--- config.mk ---
export PLATFORM = sky130hd
export DESIGN_NAME = prio_irq_ctrl
export DESIGN_NICKNAME = d
export VERILOG_FILES = /design/src/rtl/irq_pkg.sv /design/src/rtl/irq_prio_enc.sv /design/src/rtl/irq_src_cfg.sv /design/src/rtl/irq_level_state.sv /design/src/rtl/prio_irq_ctrl.sv
export SDC_FILE = /design/constraint.sdc
export NUM_CORES = 1
export LEC_CHECK = 0
export BUFFER_PORTS_ARGS = -buffer_cell sky130_fd_sc_hd__buf_2
export CAP_MARGIN = 20
export CORE_MARGIN = 3
export CORE_UTILIZATION = 47
export CTS_BUF_LIST = sky130_fd_sc_hd__clkbuf_4 sky130_fd_sc_hd__clkbuf_8 sky130_fd_sc_hd__clkbuf_16
export CTS_CLUSTER_DIAMETER = 100
export CTS_CLUSTER_SIZE = 12
export DETAILED_ROUTE_END_ITERATION = 10
export HOLD_SLACK_MARGIN = 0.08
export PLACE_DENSITY = 0.67
export RECOVER_POWER = 25
export SYNTH_ARGS = -nofsm -noshare
export SYNTH_HDL_FRONTEND = slang
export SYNTH_SLANG_ARGS = --single-unit
--- constraint.sdc ---
create_clock -name clk_i -period 2.6 [get_ports clk_i]
set_input_delay 0.26 -clock clk_i [delete_from_list [all_inputs] [get_ports clk_i]]
set_output_delay 0.26 -clock clk_i [all_outputs]
set_load 0.05 [all_outputs]
--- src/rtl/irq_pkg.sv ---
`timescale 1ns/1ps
package irq_pkg;
  localparam int NUM_LVL = 8;
  localparam int LVL_W   = $clog2(NUM_LVL);

  typedef logic [LVL_W-1:0]   lvl_t;
  typedef logic [NUM_LVL-1:0] lvlvec_t;

  // one configuration slot per source
  typedef struct packed {
    logic en;
    lvl_t lvl;
  } src_cfg_t;
endpackage

--- src/rtl/irq_prio_enc.sv ---
`timescale 1ns/1ps
module irq_prio_enc
  import irq_pkg::*;
(
  input  lvlvec_t vec_i,
  output lvl_t    idx_o,
  output logic    vld_o
);
  // highest set bit wins; later iterations override earlier ones
  always_comb begin
    idx_o = '0;
    for (int i = 0; i < NUM_LVL; i++) begin
      if (vec_i[i]) idx_o = lvl_t'(i);
    end
    vld_o = |vec_i;
  end
endmodule

--- src/rtl/irq_src_cfg.sv ---
`timescale 1ns/1ps
module irq_src_cfg
  import irq_pkg::*;
#(
  parameter int NUM_SRC = 8,
  parameter int ADDR_W  = 4
) (
  input  logic               clk_i,
  input  logic               rst_ni,
  input  logic               cfg_we_i,
  input  logic [ADDR_W-1:0]  cfg_addr_i,
  input  logic [3:0]         cfg_wdata_i,
  input  logic [NUM_SRC-1:0] hw_req_i,
  output lvlvec_t            set_vec_o
);
  localparam int TOT_SRC  = NUM_SRC + 1;
  localparam int SW_TRIG  = NUM_SRC + 1;

  logic [TOT_SRC-1:0] en_vec;
  lvl_t               lvl_arr [TOT_SRC];
  logic [TOT_SRC-1:0] req_all;
  logic               sw_fire;

  for (genvar g = 0; g < TOT_SRC; g++) begin : g_slot
    src_cfg_t slot_q, slot_d;
    logic     wr_en;

    assign wr_en = cfg_we_i && (cfg_addr_i == ADDR_W'(g));

    always_comb begin
      slot_d = slot_q;
      if (wr_en) slot_d = src_cfg_t'(cfg_wdata_i);
    end

    always_ff @(posedge clk_i or negedge rst_ni) begin
      if (!rst_ni)    slot_q <= '0;
      else if (wr_en) slot_q <= slot_d;
    end

    assign en_vec[g]  = slot_q.en;
    assign lvl_arr[g] = slot_q.lvl;
  end

  assign sw_fire = cfg_we_i && (cfg_addr_i == ADDR_W'(SW_TRIG));
  assign req_all = {sw_fire, hw_req_i};

  always_comb begin
    set_vec_o = '0;
    for (int s = 0; s < TOT_SRC; s++) begin
      if (req_all[s] && en_vec[s]) set_vec_o[lvl_arr[s]] = 1'b1;
    end
  end

  // nothing reaches the pending register without an enabled requester
  p_masked_no_set_r2: assert property (@(posedge clk_i) disable iff (!rst_ni)
    ((req_all & en_vec) == '0) |-> (set_vec_o == '0));

  // an enabled software trigger lands on its configured level
  p_sw_trig_sets_r11: assert property (@(posedge clk_i) disable iff (!rst_ni)
    (sw_fire && en_vec[NUM_SRC]) |-> set_vec_o[lvl_arr[NUM_SRC]]);
endmodule

--- src/rtl/irq_level_state.sv ---
`timescale 1ns/1ps
module irq_level_state
  import irq_pkg::*;
(
  input  logic    clk_i,
  input  logic    rst_ni,
  input  lvlvec_t set_vec_i,
  input  logic    ack_fire_i,
  input  lvl_t    grant_lvl_i,
  input  logic    eoi_i,
  input  lvl_t    svc_top_i,
  input  logic    svc_vld_i,
  output lvlvec_t pend_o,
  output lvlvec_t isr_o
);
  lvlvec_t pend_q, pend_d, isr_q, isr_d;
  lvlvec_t ack_mask, eoi_mask;
  logic    pend_en, isr_en;

  always_comb begin
    ack_mask = ack_fire_i ? (lvlvec_t'(1) << grant_lvl_i) : '0;
    eoi_mask = (eoi_i && svc_vld_i) ? (lvlvec_t'(1) << svc_top_i) : '0;
    // a fresh request beats the clear of the same level
    pend_d   = (pend_q & ~ack_mask) | set_vec_i;
    isr_d    = (isr_q & ~eoi_mask) | ack_mask;
    pend_en  = ack_fire_i || (set_vec_i != '0);
    isr_en   = ack_fire_i || eoi_i;
  end

  always_ff @(posedge clk_i or negedge rst_ni) begin
    if (!rst_ni)      pend_q <= '0;
    else if (pend_en) pend_q <= pend_d;
  end

  always_ff @(posedge clk_i or negedge rst_ni) begin
    if (!rst_ni)     isr_q <= '0;
    else if (isr_en) isr_q <= isr_d;
  end

  assign pend_o = pend_q;
  assign isr_o  = isr_q;

  // the granted level is in service on the next cycle
  p_ack_sets_isr_r7: assert property (@(posedge clk_i) disable iff (!rst_ni)
    ack_fire_i |=> isr_q[$past(grant_lvl_i)]);

  // without an acknowledge no pending bit is lost
  p_pend_kept_r4: assert property (@(posedge clk_i) disable iff (!rst_ni)
    !ack_fire_i |=> ((pend_q & $past(pend_q)) == $past(pend_q)));

  // in-service depth grows only through an acknowledge
  p_isr_no_growth_r8: assert property (@(posedge clk_i) disable iff (!rst_ni)
    !ack_fire_i |=> ($countones(isr_q) <= $past($countones(isr_q))));

  // end-of-service retires exactly one level
  p_eoi_drops_one_r9: assert property (@(posedge clk_i) disable iff (!rst_ni)
    (eoi_i && !ack_fire_i && (isr_q != '0))
      |=> ($countones(isr_q) + 1 == $past($countones(isr_q))));
endmodule

--- src/rtl/prio_irq_ctrl.sv ---
`timescale 1ns/1ps
module prio_irq_ctrl
  import irq_pkg::*;
#(
  parameter int NUM_SRC    = 8,
  parameter int ADDR_W     = $clog2(NUM_SRC + 2),
  parameter int VEC_W      = 12,
  parameter int VEC_BASE   = 'h040,
  parameter int VEC_STRIDE = 4
) (
  input  logic               clk_i,
  input  logic               rst_ni,
  input  logic [NUM_SRC-1:0] src_req_i,
  input  logic               cfg_we_i,
  input  logic [ADDR_W-1:0]  cfg_addr_i,
  input  logic [3:0]         cfg_wdata_i,
  input  logic               gie_i,
  input  logic               irq_ack_i,
  input  logic               eoi_i,
  output logic               irq_o,
  output logic [2:0]         irq_lvl_o,
  output logic [VEC_W-1:0]   irq_vec_o
);
  // reset asserts at once, releases two edges later
  logic [1:0] rst_sync_q;
  logic       rst_n_int;

  always_ff @(posedge clk_i or negedge rst_ni) begin
    if (!rst_ni) rst_sync_q <= '0;
    else         rst_sync_q <= {rst_sync_q[0], 1'b1};
  end
  assign rst_n_int = rst_sync_q[1];

  lvlvec_t set_vec, pend, isr;
  lvl_t    pend_top, svc_top;
  logic    pend_vld, svc_vld;
  logic    ack_fire;

  irq_src_cfg #(.NUM_SRC(NUM_SRC), .ADDR_W(ADDR_W)) u_src_cfg (
    .clk_i       (clk_i),
    .rst_ni      (rst_n_int),
    .cfg_we_i    (cfg_we_i),
    .cfg_addr_i  (cfg_addr_i),
    .cfg_wdata_i (cfg_wdata_i),
    .hw_req_i    (src_req_i),
    .set_vec_o   (set_vec)
  );

  irq_prio_enc u_pend_enc (.vec_i(pend), .idx_o(pend_top), .vld_o(pend_vld));
  irq_prio_enc u_svc_enc  (.vec_i(isr),  .idx_o(svc_top),  .vld_o(svc_vld));

  irq_level_state u_state (
    .clk_i       (clk_i),
    .rst_ni      (rst_n_int),
    .set_vec_i   (set_vec),
    .ack_fire_i  (ack_fire),
    .grant_lvl_i (pend_top),
    .eoi_i       (eoi_i),
    .svc_top_i   (svc_top),
    .svc_vld_i   (svc_vld),
    .pend_o      (pend),
    .isr_o       (isr)
  );

  always_comb begin
    irq_o     = gie_i && pend_vld && (!svc_vld || (pend_top > svc_top));
    ack_fire  = irq_ack_i && irq_o;
    irq_lvl_o = pend_top;
    irq_vec_o = VEC_W'(VEC_BASE + int'(pend_top) * VEC_STRIDE);
  end

  // an offered level is never one already in service
  p_irq_above_isr_r8: assert property (@(posedge clk_i) disable iff (!rst_n_int)
    irq_o |-> !isr[irq_lvl_o]);
endmodule

==> qor.txt, run 1 <==
First-pass GRT wire length - 12,200 um
Clock sinks - 54
Setup crit end kind - output port
Worst-Skew Late Latency - 300 ps
Synth unique cells - 41
# H-tree levels - 2
CP Class - flip-flop to output port
Worst-path clk slew - 90 ps
Area contributors post-synth - dfrtp_1 (45%), mux2_2 (14%), nand2b_1 (4.8%)
Global route overflow - 0
Core Util, Final - 0.566
Die height - 85.9 um
Via count of the first global-routing pass - 2,484
I/O pins - 38
Initial Util - 0.495
Syn-to-layout area delta - 14.2%
Fin Clk Skew - 8.34 ps
DR pass1 iterations - 4
Reg2reg start - u_state.pend_o[2]
Core area - 6060 sq um
IO buf count - 28
WL met1 - 3170 um
Critical Path Max Stage Delay - 400 ps
Worst vdd ir - 0.000816 V
Largest net degree at the start of global routing - 25
Switch share - 0.414
CTS buffer count - 5
Critical Path AT - 2270 ps
Status - finished clean
Flop pwr share - 0.405
Met2 WL - 3760 um
Post-Syn Instances - 290
Non-Filler Instances - 406
Synth Area in Adders - 0.0125
Yosys top cell by area - dfrtp_1
Post-DP HPWL - 5820 um
Worst Tran Pin Value - 1180 ps
Syn avg cell area - 10.4 sq um
Avg Vias per Cell - 5.96
Die W - 85.9 um
R2R setup slack - 170 ps
CTS root buffer - clkbuf_8
Worst-path cell chain - inv_1 > a21oi_1 > o311ai_4 > inv_1 > ha_1 > and3_1 > a21oi_1 > a21oi_1 > nor2_4 > buf_6
WP buf/inv - 3
PwrDens - 954 nW/um^2
Final Max Slew Viols - 0
CTS tree - built
Initial antenna violation count - 0
Sequential share of the synthesized area - 0.450
Leak pwr - 0.00139 uW
Routed length on met3 - 224 um
Fmax - 395 MHz
Worst setup SP type - flip-flop
ANT cells - 0
Post-synthesis compound-gate area fraction - 0.147
Synth top area share - 0.450
Layout cells sized above 1 - 0.275
Cell with the largest stage delay on the worst path - dfrtp_1
Routability cong. - 0.976
Hold WS - 115 ps
Min-delay worst type - flip-flop to async pin
Synth warn - 0
Slew HR - 0.213
Cells after DPL - 396
Drt wl/cell - 18.1 um
Unrepaired setup endpoints after global routing - true
Combinational family with the most area after synthesis - simple AND/OR/NAND/NOR gates
Top layer in use - met4
Routed vias - 2,418
DRC viols - 0
Delay-heaviest family, CP - compound AO/OA/AOI/OAI gates
Comb pwr share - 0.423
WP data required - 2340 ps
Post-route ant nets - 0
Max-cap violation count - 0
GR Util All Layers - 0.211
Row cnt - 28
CP most frequent cell - a21oi_1
Final period utilization - 0.975
Post-Synth XOR/XNOR Area - 0
Clk pwr share - 0.172
CP max FO - 3
Net count, final - 355
Final WL - 7350 um
Minimum clock period - 2530 ps
1st-iter DRT viols - 121
Max Buffers Root-to-Sink - 2
Mux cell area share after synthesis - 0.135
Worst-case reg-to-reg path depth - 10
Switching power - 1350 uW
Flops & latches, synth - 54
Pint - 1920 uW
Post-Synth Simple-Gate Area - 0.213
Mapped Area - 3000 sq um
Reg2reg end - u_state.pend_o[3]
Final hold vios - 0
Die area - 7380 sq um
Setup violators final - 0
-- worst max path at each step --
stage	start	endpoint	slack [ps]	cells past startpoint
after floorplan	u_state.pend_o[4]	u_state.pend_o[4]	20	8
after global placement	u_state.pend_o[2]	u_state.pend_o[4]	200	10
after detailed placement	u_state.pend_o[2]	u_state.pend_o[4]	150	10
after CTS	u_state.pend_o[4]	irq_o	30	8
after global routing	u_state.pend_o[2]	irq_o	-70	10
final	u_state.pend_o[2]	irq_o	70	10
-- cells in the mapped netlist (all sizes together) --
| master | instances |
|---|---|
| o31ai | 3 |
| ha | 3 |
| buf | 12 |
| clkbuf | 1 |
| a21o | 3 |
| nand3b | 11 |
| a41o | 1 |
| a22o | 1 |
| nor4 | 11 |
| or4 | 1 |
| a32o | 4 |
| nor2b | 1 |
| o41ai | 2 |
| nor2 | 9 |
| o21ai | 6 |
| or2 | 1 |
| o2111ai | 1 |
| a211oi | 1 |
| inv | 7 |
| mux2 | 36 |
| a41oi | 1 |
| nor3 | 17 |
| o211ai | 1 |
| nand2 | 20 |
| and3b | 1 |
| nor3b | 3 |
| nand2b | 23 |
| o22ai | 22 |
| and3 | 3 |
| nand3 | 11 |
| a21oi | 5 |
| o221ai | 2 |
| dfrtp | 54 |
| o21bai | 2 |
| nand4 | 1 |
| o311ai | 3 |
| conb | 2 |
| o32ai | 4 |
-- routing by layer --
layer / global-route usage / vias up
met5: 0 / -
met4: 0.0806 / 0
met3: 0.0298 / 16
met2: 0.370 / 59
met1: 0.262 / 1167
li1: - / 1176
-- kinds of logic (layout without fill, tap and decap cells) --
logic type,after synthesis,after routing
compound gates,62,62
fa+ha+maj,3,3
buf+inv,20,53
flops,54,54
mux,36,36
other cells,2,10
simple gates,113,113
-- metrics by stage --
stage / setup slack (ps) / setup TNS, ps / area [sq um] / power, uW
2_1_floorplan: 24.2 / 0 / 3080 / 2330
3_3_place_gp: 205 / 0 / 3280 / 2650
3_5_place_dp: 149 / 0 / 3280 / 2660
4_1_cts: 29.6 / 0 / 3410 / 3260
5_1_grt: -73.5 / -109 / 3430 / 3500
6_report: 65.9 / 0 / 3430 / 3270
-- sequential cells by signal (all words and copies together), names as in the netlist --
| signal | cells |
|---|---|
| u_src_cfg.en_vec | 9 |
| rst_sync_q | 2 |
| u_state.pend_o | 8 |
| u_state.isr_o | 8 |
| u_src_cfg.g_slot.slot_q | 27 |
-- placed cells by master (no fill, tap or decap), types with 2 or more instances in the layout --
cell type	instances
nor3b_1	3
a21oi_1	5
buf_2	26
buf_4	8
o32ai_1	4
o21bai_1	2
o41ai_1	2
dfrtp_2	2
nor4_4	2
o31ai_1	2
inv_1	6
mux2_2	36
dfrtp_1	52
nand2b_1	23
a21o_1	3
conb_1	10
nor4_1	9
a32o_1	4
o21ai_0	6
nand3b_1	11
clkbuf_8	5
nor3_1	17
o221ai_1	2
and3_1	3
nor2_1	8
o22ai_1	22
ha_1	3
clkbuf_1	2
nand2_1	19
nand3_1	11
-- cell type report --
| cell class | instances | area, sq um |
|---|---|---|
| inverters | 7 | 26.3 |
| fillers | 547 | 2630 |
| well taps | 75 | 93.8 |
| repair buffers | 38 | 219 |
| flip-flops and latches | 54 | 1350 |
| multi-input cells | 224 | 1620 |
| clock inverters | 2 | 37.5 |
| clock buffers | 6 | 76.3 |
-- power groups by stage --
| stage | Combinational [uW] | Sequential [uW] | Clock [uW] |
|---|---|---|---|
| 5_1_grt | 1520 | 1360 | 616 |
| 3_5_place_dp | 1340 | 1320 | 0 |
| 4_1_cts | 1370 | 1310 | 584 |
| 6_report | 1380 | 1320 | 561 |
| 2_1_floorplan | 1060 | 1270 | 0 |
| 3_3_place_gp | 1330 | 1310 | 0 |
-- repair_timing --
| item | 4_1_cts | 5_1_grt |
|---|---|---|
| hold endpoints to repair | 2 | 0 |
| endpoints found under the setup margin | 1 | 7 |
| pin swaps | 1 | 0 |
| buffers inserted | 1 | 0 |
| gates resized for setup | 1 | 5 |
| hold buffers | 1 | 0 |
Power figures use the tool's default switching activity.
==> inputs of run 2 (changes only) <==
CORE_ASPECT_RATIO = 1.1   (was unset)
==> run 2 against run 1 <==
Effect of this change:
- clock skew hardly changed
- non-clock buffer count stayed put
- core utilization is 0.59 points higher
- sequential power hardly changed
- global-route usage is 0.20 points higher
- routed wire length is 0.58% higher
- via count is 3.0% higher
- critical path depth stayed put
- register-to-register slack worse by 50 ps
- clock power is 14% lower
- critical endpoint unchanged
==> qor.txt, run 2 (synthesized netlist as in run 1, its figures left out) <==
Leak pwr - 0.00139 uW (about the same)
Die area - 7380 sq um (about the same)
Via count of the first global-routing pass - 2,464 (was 2,484)
Routability cong. - 0.956 (was 0.976)
Global route overflow - 0 (unchanged)
Worst-case reg-to-reg path depth - 10 (unchanged)
Worst-Skew Late Latency - 300 ps (about the same)
Power Total - 3240 uW (was 3270 uW)
WP buf/inv - 3 (unchanged)
Min-delay worst type - flip-flop to async pin (unchanged)
Reg2reg start - u_state.pend_o[2] (unchanged)
Initial antenna violation count - 0 (unchanged)
Layout cells sized above 1 - 0.284 (was 0.275)
PwrDens - 946 nW/um^2 (was 954 nW/um^2)
Final hold vios - 0 (unchanged)
CP max FO - 3 (unchanged)
Final period utilization - 0.963 (was 0.975)
Critical Path AT - 2240 ps (was 2270 ps)
Clock sinks - 54 (unchanged)
Most flops, register - u_src_cfg.g_slot.slot_q (unchanged)
Fmax - 399 MHz (was 395 MHz)
WP data required - 2340 ps (about the same)
CTS tree - built (unchanged)
Die height - 89.8 um (was 85.9 um)
Worst vdd ir - 0.000642 V (was 0.000816 V)
Syn-to-layout area delta - 14.0% (was 14.2%)
Max Buffers Root-to-Sink - 2 (unchanged)
DR pass1 iterations - 4 (unchanged)
Most frequent cells in the layout - dfrtp_1 (52), mux2_2 (36), buf_2 (26) (unchanged)
Delay-heaviest family, CP - compound AO/OA/AOI/OAI gates (unchanged)
Most common cell after layout, fill and taps aside - dfrtp_1 (unchanged)
Worst setup SP type - flip-flop (unchanged)
Worst Tran Pin Value - 1150 ps (was 1180 ps)
Routed vias - 2,490 (was 2,418)
ANT cells - 0 (unchanged)
Avg Vias per Cell - 6.10 (was 5.96)
Max-cap violation count - 0 (unchanged)
Worst-path clk slew - 90 ps (about the same)
# fillers - 555 (was 547)
Post-route ant nets - 0 (unchanged)
Initial Util - 0.501 (was 0.495)
Unrepaired setup endpoints after global routing - true (unchanged)
Final WL - 7400 um (was 7350 um)
Cell with the largest stage delay on the worst path - dfrtp_1 (unchanged)
Core area - 5990 sq um (was 6060 sq um)
R2R setup slack - 120 ps (was 170 ps)
Slew HR - 0.231 (was 0.213)
Setup violators final - 0 (unchanged)
Setup crit end kind - output port (unchanged)
GR Util All Layers - 0.213 (was 0.211)
Reg2reg end - u_state.pend_o[4] (was u_state.pend_o[3])
First-pass GRT wire length - 12,000 um (was 12,200 um)
Post-DP HPWL - 5790 um (was 5820 um)
DRC viols - 0 (unchanged)
Minimum clock period - 2500 ps (was 2530 ps)
Final Max Slew Viols - 0 (unchanged)
Worst-path cell chain - inv_1 > a21oi_1 > o311ai_4 > inv_1 > ha_1 > nand3b_1 > a21oi_2 > a21oi_2 > nor2_4 > buf_6 (was inv_1 > a21oi_1 > o311ai_4 > inv_1 > ha_1 > and3_1 > a21oi_1 > a21oi_1 > nor2_4 > buf_6)
Critical Path Max Stage Delay - 390 ps (was 400 ps)
Drt wl/cell - 18.1 um (about the same)
Status - finished clean (unchanged)
CP Class - flip-flop to output port (unchanged)
CTS root buffer - clkbuf_8 (unchanged)
I/O pins - 38 (unchanged)
Die W - 82.2 um (was 85.9 um)
Net count, final - 355 (unchanged)
IO buf count - 28 (unchanged)
Row cnt - 29 (was 28)
Largest net degree at the start of global routing - 23 (was 25)
Hold WS - 148 ps (was 115 ps)
Fin Clk Skew - 8.39 ps (was 8.34 ps)
# H-tree levels - 2 (unchanged)
Largest register FFs - 27 (unchanged)
1st-iter DRT viols - 102 (was 121)
CTS buffer count - 5 (unchanged)
run 2: cell type report:
class	instances	area, sq um	share of cell area
timing repair buffer	38	219	0.0640
clock buffer	7	90.1	0.0263
clock inverter	1	5.00	0.00146
multi-input combinational	224	1630	0.477
sequential	54	1350	0.396
tap	77	96.3	0.0282
inverter	7	26.3	0.00768
run 2: worst max path at each step:
stage	endpoint	from	slack, ps	cells after the start
floorplan	u_state.pend_o[4]	u_state.pend_o[4]	20	8
global placement	u_state.pend_o[4]	u_state.pend_o[2]	180	10
detailed placement	u_state.pend_o[4]	u_state.pend_o[4]	120	8
CTS	irq_o	u_state.pend_o[4]	9	8
global route	u_state.pend_o[4]	u_state.pend_o[2]	-80	10
finish	irq_o	u_state.pend_o[2]	100	10
run 2: timing repair:
| action | 4_1_cts | 5_1_grt |
|---|---|---|
| hold endpoints to repair | 2 | 0 |
| hold buffers | 1 | 0 |
| gates resized for setup | 2 | 7 |
| gates cloned | 0 | 0 |
| pin swaps | 1 | 0 |
| endpoints found under the setup margin | 1 | 8 |
| buffers inserted | 1 | 1 |
run 2: worst register-to-register path: stages (launching register included):
cell and delay (ps):
dfrtp_1 390, inv_1 80, a21oi_1 100, o311ai_4 310
inv_1 110, ha_1 220, nand3b_1 210, a211oi_1 380
a41oi_2 120, o41ai_1 290, o311ai_1 150
run 2: per-stage QoR:
stage | cell area, sq um | utilization | setup slack [ps] | TNS (ps) | std cells
2_1_floorplan | 3080 | - | 24.2 | 0 | 298
3_3_place_gp | 3270 | 0.547 | 184 | 0 | 397
3_5_place_dp | 3270 | 0.547 | 115 | 0 | 397
4_1_cts | 3400 | 0.567 | 8.89 | 0 | 407
5_1_grt | 3420 | 0.572 | -80.5 | -180 | 408
6_report | 3420 | 0.572 | 96.6 | 0 | 408
run 2: routing by layer:
layer,vias to the layer above,GRT usage,part of all wire
met5,-,0,0
met4,0,0.0817,0.029
met3,15,0.0380,0.041
met2,80,0.363,0.52
met1,1220,0.261,0.41
li1,1175,-,-
run 2: report_power, final:
| group | leakage, uW | internal [uW] | switching, uW | total [uW] |
|---|---|---|---|---|
| combinational | 0.000682 | 587 | 861 | 1450 |
| sequential | 0.000654 | 1050 | 257 | 1300 |
| clock | 0.0000517 | 226 | 258 | 484 |
==> inputs of run 3 (changes only) <==
SETUP_SLACK_MARGIN = 0.4   (was unset)
SYNTH_HIERARCHICAL = 1   (was unset)
==> run 3 against run 2 <==
Effect of this change:
- synthesized cell count up 5.2%
- count of clock-buffer cells in the layout down 2
- power up 7.1%
- critical path type unchanged
- clock power up 2%
- clock skew up 4.7 ps
==> qor.txt, run 3 <==
Status - finished clean (unchanged)
Min-delay worst type - input pin to async pin (was flip-flop to async pin)
CTS tree - built (unchanged)
Synth unique cells - 40 (was 41)
Max Buffers Root-to-Sink - 2 (unchanged)
Cells after DPL - 411 (was 397)
Final Max Slew Viols - 0 (unchanged)
Largest register FFs - 27 (unchanged)
Final period utilization - 0.902 (was 0.963)
Worst Tran Pin Value - 1040 ps (was 1150 ps)
Non-Filler Instances - 427 (was 408)
Worst vdd ir - 0.000702 V (was 0.000642 V)
Unrepaired setup endpoints after global routing - true (unchanged)
Die W - 83.2 um (was 82.2 um)
Final hold vios - 0 (unchanged)
Fraction of registers with async set/reset - 1.00 (unchanged)
Worst-Skew Late Latency - 310 ps (was 300 ps)
Final WL - 7610 um (was 7400 um)
DR pass1 iterations - 5 (was 4)
Worst-path cell chain - o31ai_4 > inv_1 > ha_4 > and3_4 > o21ai_2 > and4_4 > buf_8 (was inv_1 > a21oi_1 > o311ai_4 > inv_1 > ha_1 > nand3b_1 > a21oi_2 > a21oi_2 > nor2_4 > buf_6)
Initial antenna violation count - 0 (unchanged)
Row cnt - 30 (was 29)
Combinational family with the most area after synthesis - simple AND/OR/NAND/NOR gates (unchanged)
1st-iter DRT viols - 174 (was 102)
Initial Util - 0.492 (was 0.501)
Most flops, register - u_src_cfg/g_slot.slot_q (was u_src_cfg.g_slot.slot_q)
Layout cells sized above 1 - 0.340 (was 0.284)
Leak pwr - 0.00151 uW (was 0.00139 uW)
CP Class - flip-flop to output port (unchanged)
GR Util All Layers - 0.205 (was 0.213)
Fmax - 427 MHz (was 399 MHz)
Most frequent cell after synthesis - dfrtp_1 (unchanged)
EDFF count, synth - 0 (unchanged)
Minimum clock period - 2340 ps (was 2500 ps)
CTS root buffer - clkbuf_8 (unchanged)
PwrDens - 958 nW/um^2 (was 946 nW/um^2)
Net count, final - 371 (was 355)
CTS buffer count - 5 (unchanged)
Setup crit end kind - output port (unchanged)
Max-cap violation count - 0 (unchanged)
I/O pins - 38 (unchanged)
Area contributors post-synth - dfrtp_1 (44%), mux2_2 (11%), nand2b_1 (3.9%) (was dfrtp_1 (45%), mux2_2 (14%), nand2b_1 (4.8%))
Most common cell after layout, fill and taps aside - dfrtp_1 (unchanged)
Cell with the largest stage delay on the worst path - dfrtp_2 (was dfrtp_1)
Post-route ant nets - 0 (unchanged)
Clock sinks - 54 (unchanged)
CP max FO - 4 (was 3)
Largest net degree at the start of global routing - 29 (was 23)
# H-tree levels - 2 (unchanged)
Syn avg cell area - 10.1 sq um (was 10.4 sq um)
Post-Syn Instances - 305 (was 290)
Sequential share of the synthesized area - 0.438 (was 0.450)
DP Worst Slack - 220 ps (was 115 ps)
Top cells by count, synth - dfrtp_1 (54), mux2_2 (31), nand2_1 (28) (was dfrtp_1 (54), mux2_2 (36), nand2b_1 (23))
Avg Vias per Cell - 5.97 (was 6.10)
Global route overflow - 0 (unchanged)
Routed vias - 2,550 (was 2,490)
# fillers - 549 (was 555)
Fin Clk Skew - 13.1 ps (was 8.39 ps)
Core area - 6270 sq um (was 5990 sq um)
Die height - 91.0 um (was 89.8 um)
Synth top area share - 0.438 (was 0.450)
Mapped Area - 3080 sq um (was 3000 sq um)
Main synth FF type - dfrtp_1 (unchanged)
Syn-to-layout area delta - 17.3% (was 14.0%)
DRC viols - 0 (unchanged)
Synth Area in Adders - 0.0122 (was 0.0125)
Post-route worst setup slack - 256 ps (was 96.6 ps)
Flops & latches, synth - 54 (unchanged)
Worst-case reg-to-reg path depth - 10 (unchanged)
Post-Synth XOR/XNOR Area - 0 (unchanged)
Post-synthesis compound-gate area fraction - 0.137 (was 0.147)
Synth warn - 6 (was 0)
Setup violators final - 0 (unchanged)
Yosys top cell by area - dfrtp_1 (unchanged)
Die area - 7570 sq um (was 7380 sq um)
ANT cells - 0 (unchanged)
Slew HR - 0.307 (was 0.231)
IO buf count - 28 (unchanged)
Mux cell area share after synthesis - 0.133 (was 0.135)
Post-Synth Simple-Gate Area - 0.234 (was 0.213)
Post-DP HPWL - 5700 um (was 5790 um)
WP data required - 2340 ps (about the same)
Critical Path Max Stage Delay - 470 ps (was 390 ps)
First-pass GRT wire length - 12,300 um (was 12,000 um)
Critical Path AT - 2080 ps (was 2240 ps)
Drt wl/cell - 17.8 um (was 18.1 um)
Routability cong. - 0.979 (was 0.956)
Worst setup SP type - flip-flop (unchanged)
Via count of the first global-routing pass - 2,501 (was 2,464)
Setup TNS - 0 ps (unchanged)
Most frequent cells in the layout - dfrtp_1 (50), mux2_2 (31), buf_2 (25) (was dfrtp_1 (52), mux2_2 (36), buf_2 (26))
Worst-path clk slew - 110 ps (was 90 ps)
## run 3: logic make-up (layout without fill, tap and decap cells)
kind of cell             count (synthesis)  after routing
buffers and inverters                   23             57
adder cells (fa/ha/maj)                  3              3
AO/OA/AOI/OAI                           60             60
flip-flops                              54             54
AND/OR/NAND/NOR                        128            128
other                                    2             10
multiplexers                            35             35
## run 3: area by class of cell
type | instances | area (sq um) | area share
Sequential cell | 54 | 1360 | 0.375
Inverter | 10 | 37.5 | 0.0104
Clock inverter | 3 | 27.5 | 0.00761
Timing Repair Buffer | 39 | 249 | 0.0688
Multi-Input combinational cell | 236 | 1780 | 0.492
Tap cell | 80 | 100 | 0.0277
Clock buffer | 5 | 68.8 | 0.0190
## run 3: worst max-delay path, delay by kind of cell, from the launching register on
kind | cells | cell delay (ps)
buf+inv | 2 | 250
simple gates | 2 | 400
flops | 1 | 470
fa+ha+maj | 1 | 220
compound gates | 2 | 430
## run 3: repair_timing
action | in CTS | in global routing
pin swaps | 13 | 3
setup endpoints to repair | 16 | 16
setup buffers | 6 | 1
hold endpoints to repair | 2 | 0
gates resized for setup | 30 | 1
hold buffers | 1 | 0
## run 3: stage by stage
stage                util  power [uW]  instance area (sq um)  hold WS (ps)
finish              0.577        3470                   3620           243
global route        0.577        3700                   3620           257
CTS                 0.575        3430                   3600           222
detailed placement  0.531        2630                   3330          48.6
global placement    0.531        2610                   3330          46.7
floorplan               -        2300                   3150         -35.6
## run 3: worst paths after layout
path                                   from                            end  slack (ps)
min in group clk_i           cfg_wdata_i[0]  u_src_cfg/g_slot[6].slot_q[0]         310
hold reg to reg               rst_sync_q[0]                  rst_sync_q[1]         360
setup reg to reg           u_state/isr_o[4]              u_state/pend_o[3]         310
hold / removal                       rst_ni                  rst_sync_q[1]         240
max in group asynchronous     rst_sync_q[1]               u_state/isr_o[5]        1460
setup / recovery           u_state/isr_o[4]                          irq_o         260
## run 3: where the power goes
group          internal, uW  switching [uW]
Combinational           719             900
Sequential             1060             292
Clock                   200             292
Total                  1980            1480
## run 3: routing by layer
metal  wire (um)  part of all wire  GRT usage
met3         432             0.057     0.0390
met4         213             0.028     0.0749
met5           0                 0          0
met2        3780              0.50      0.343
met1        3180              0.42      0.263
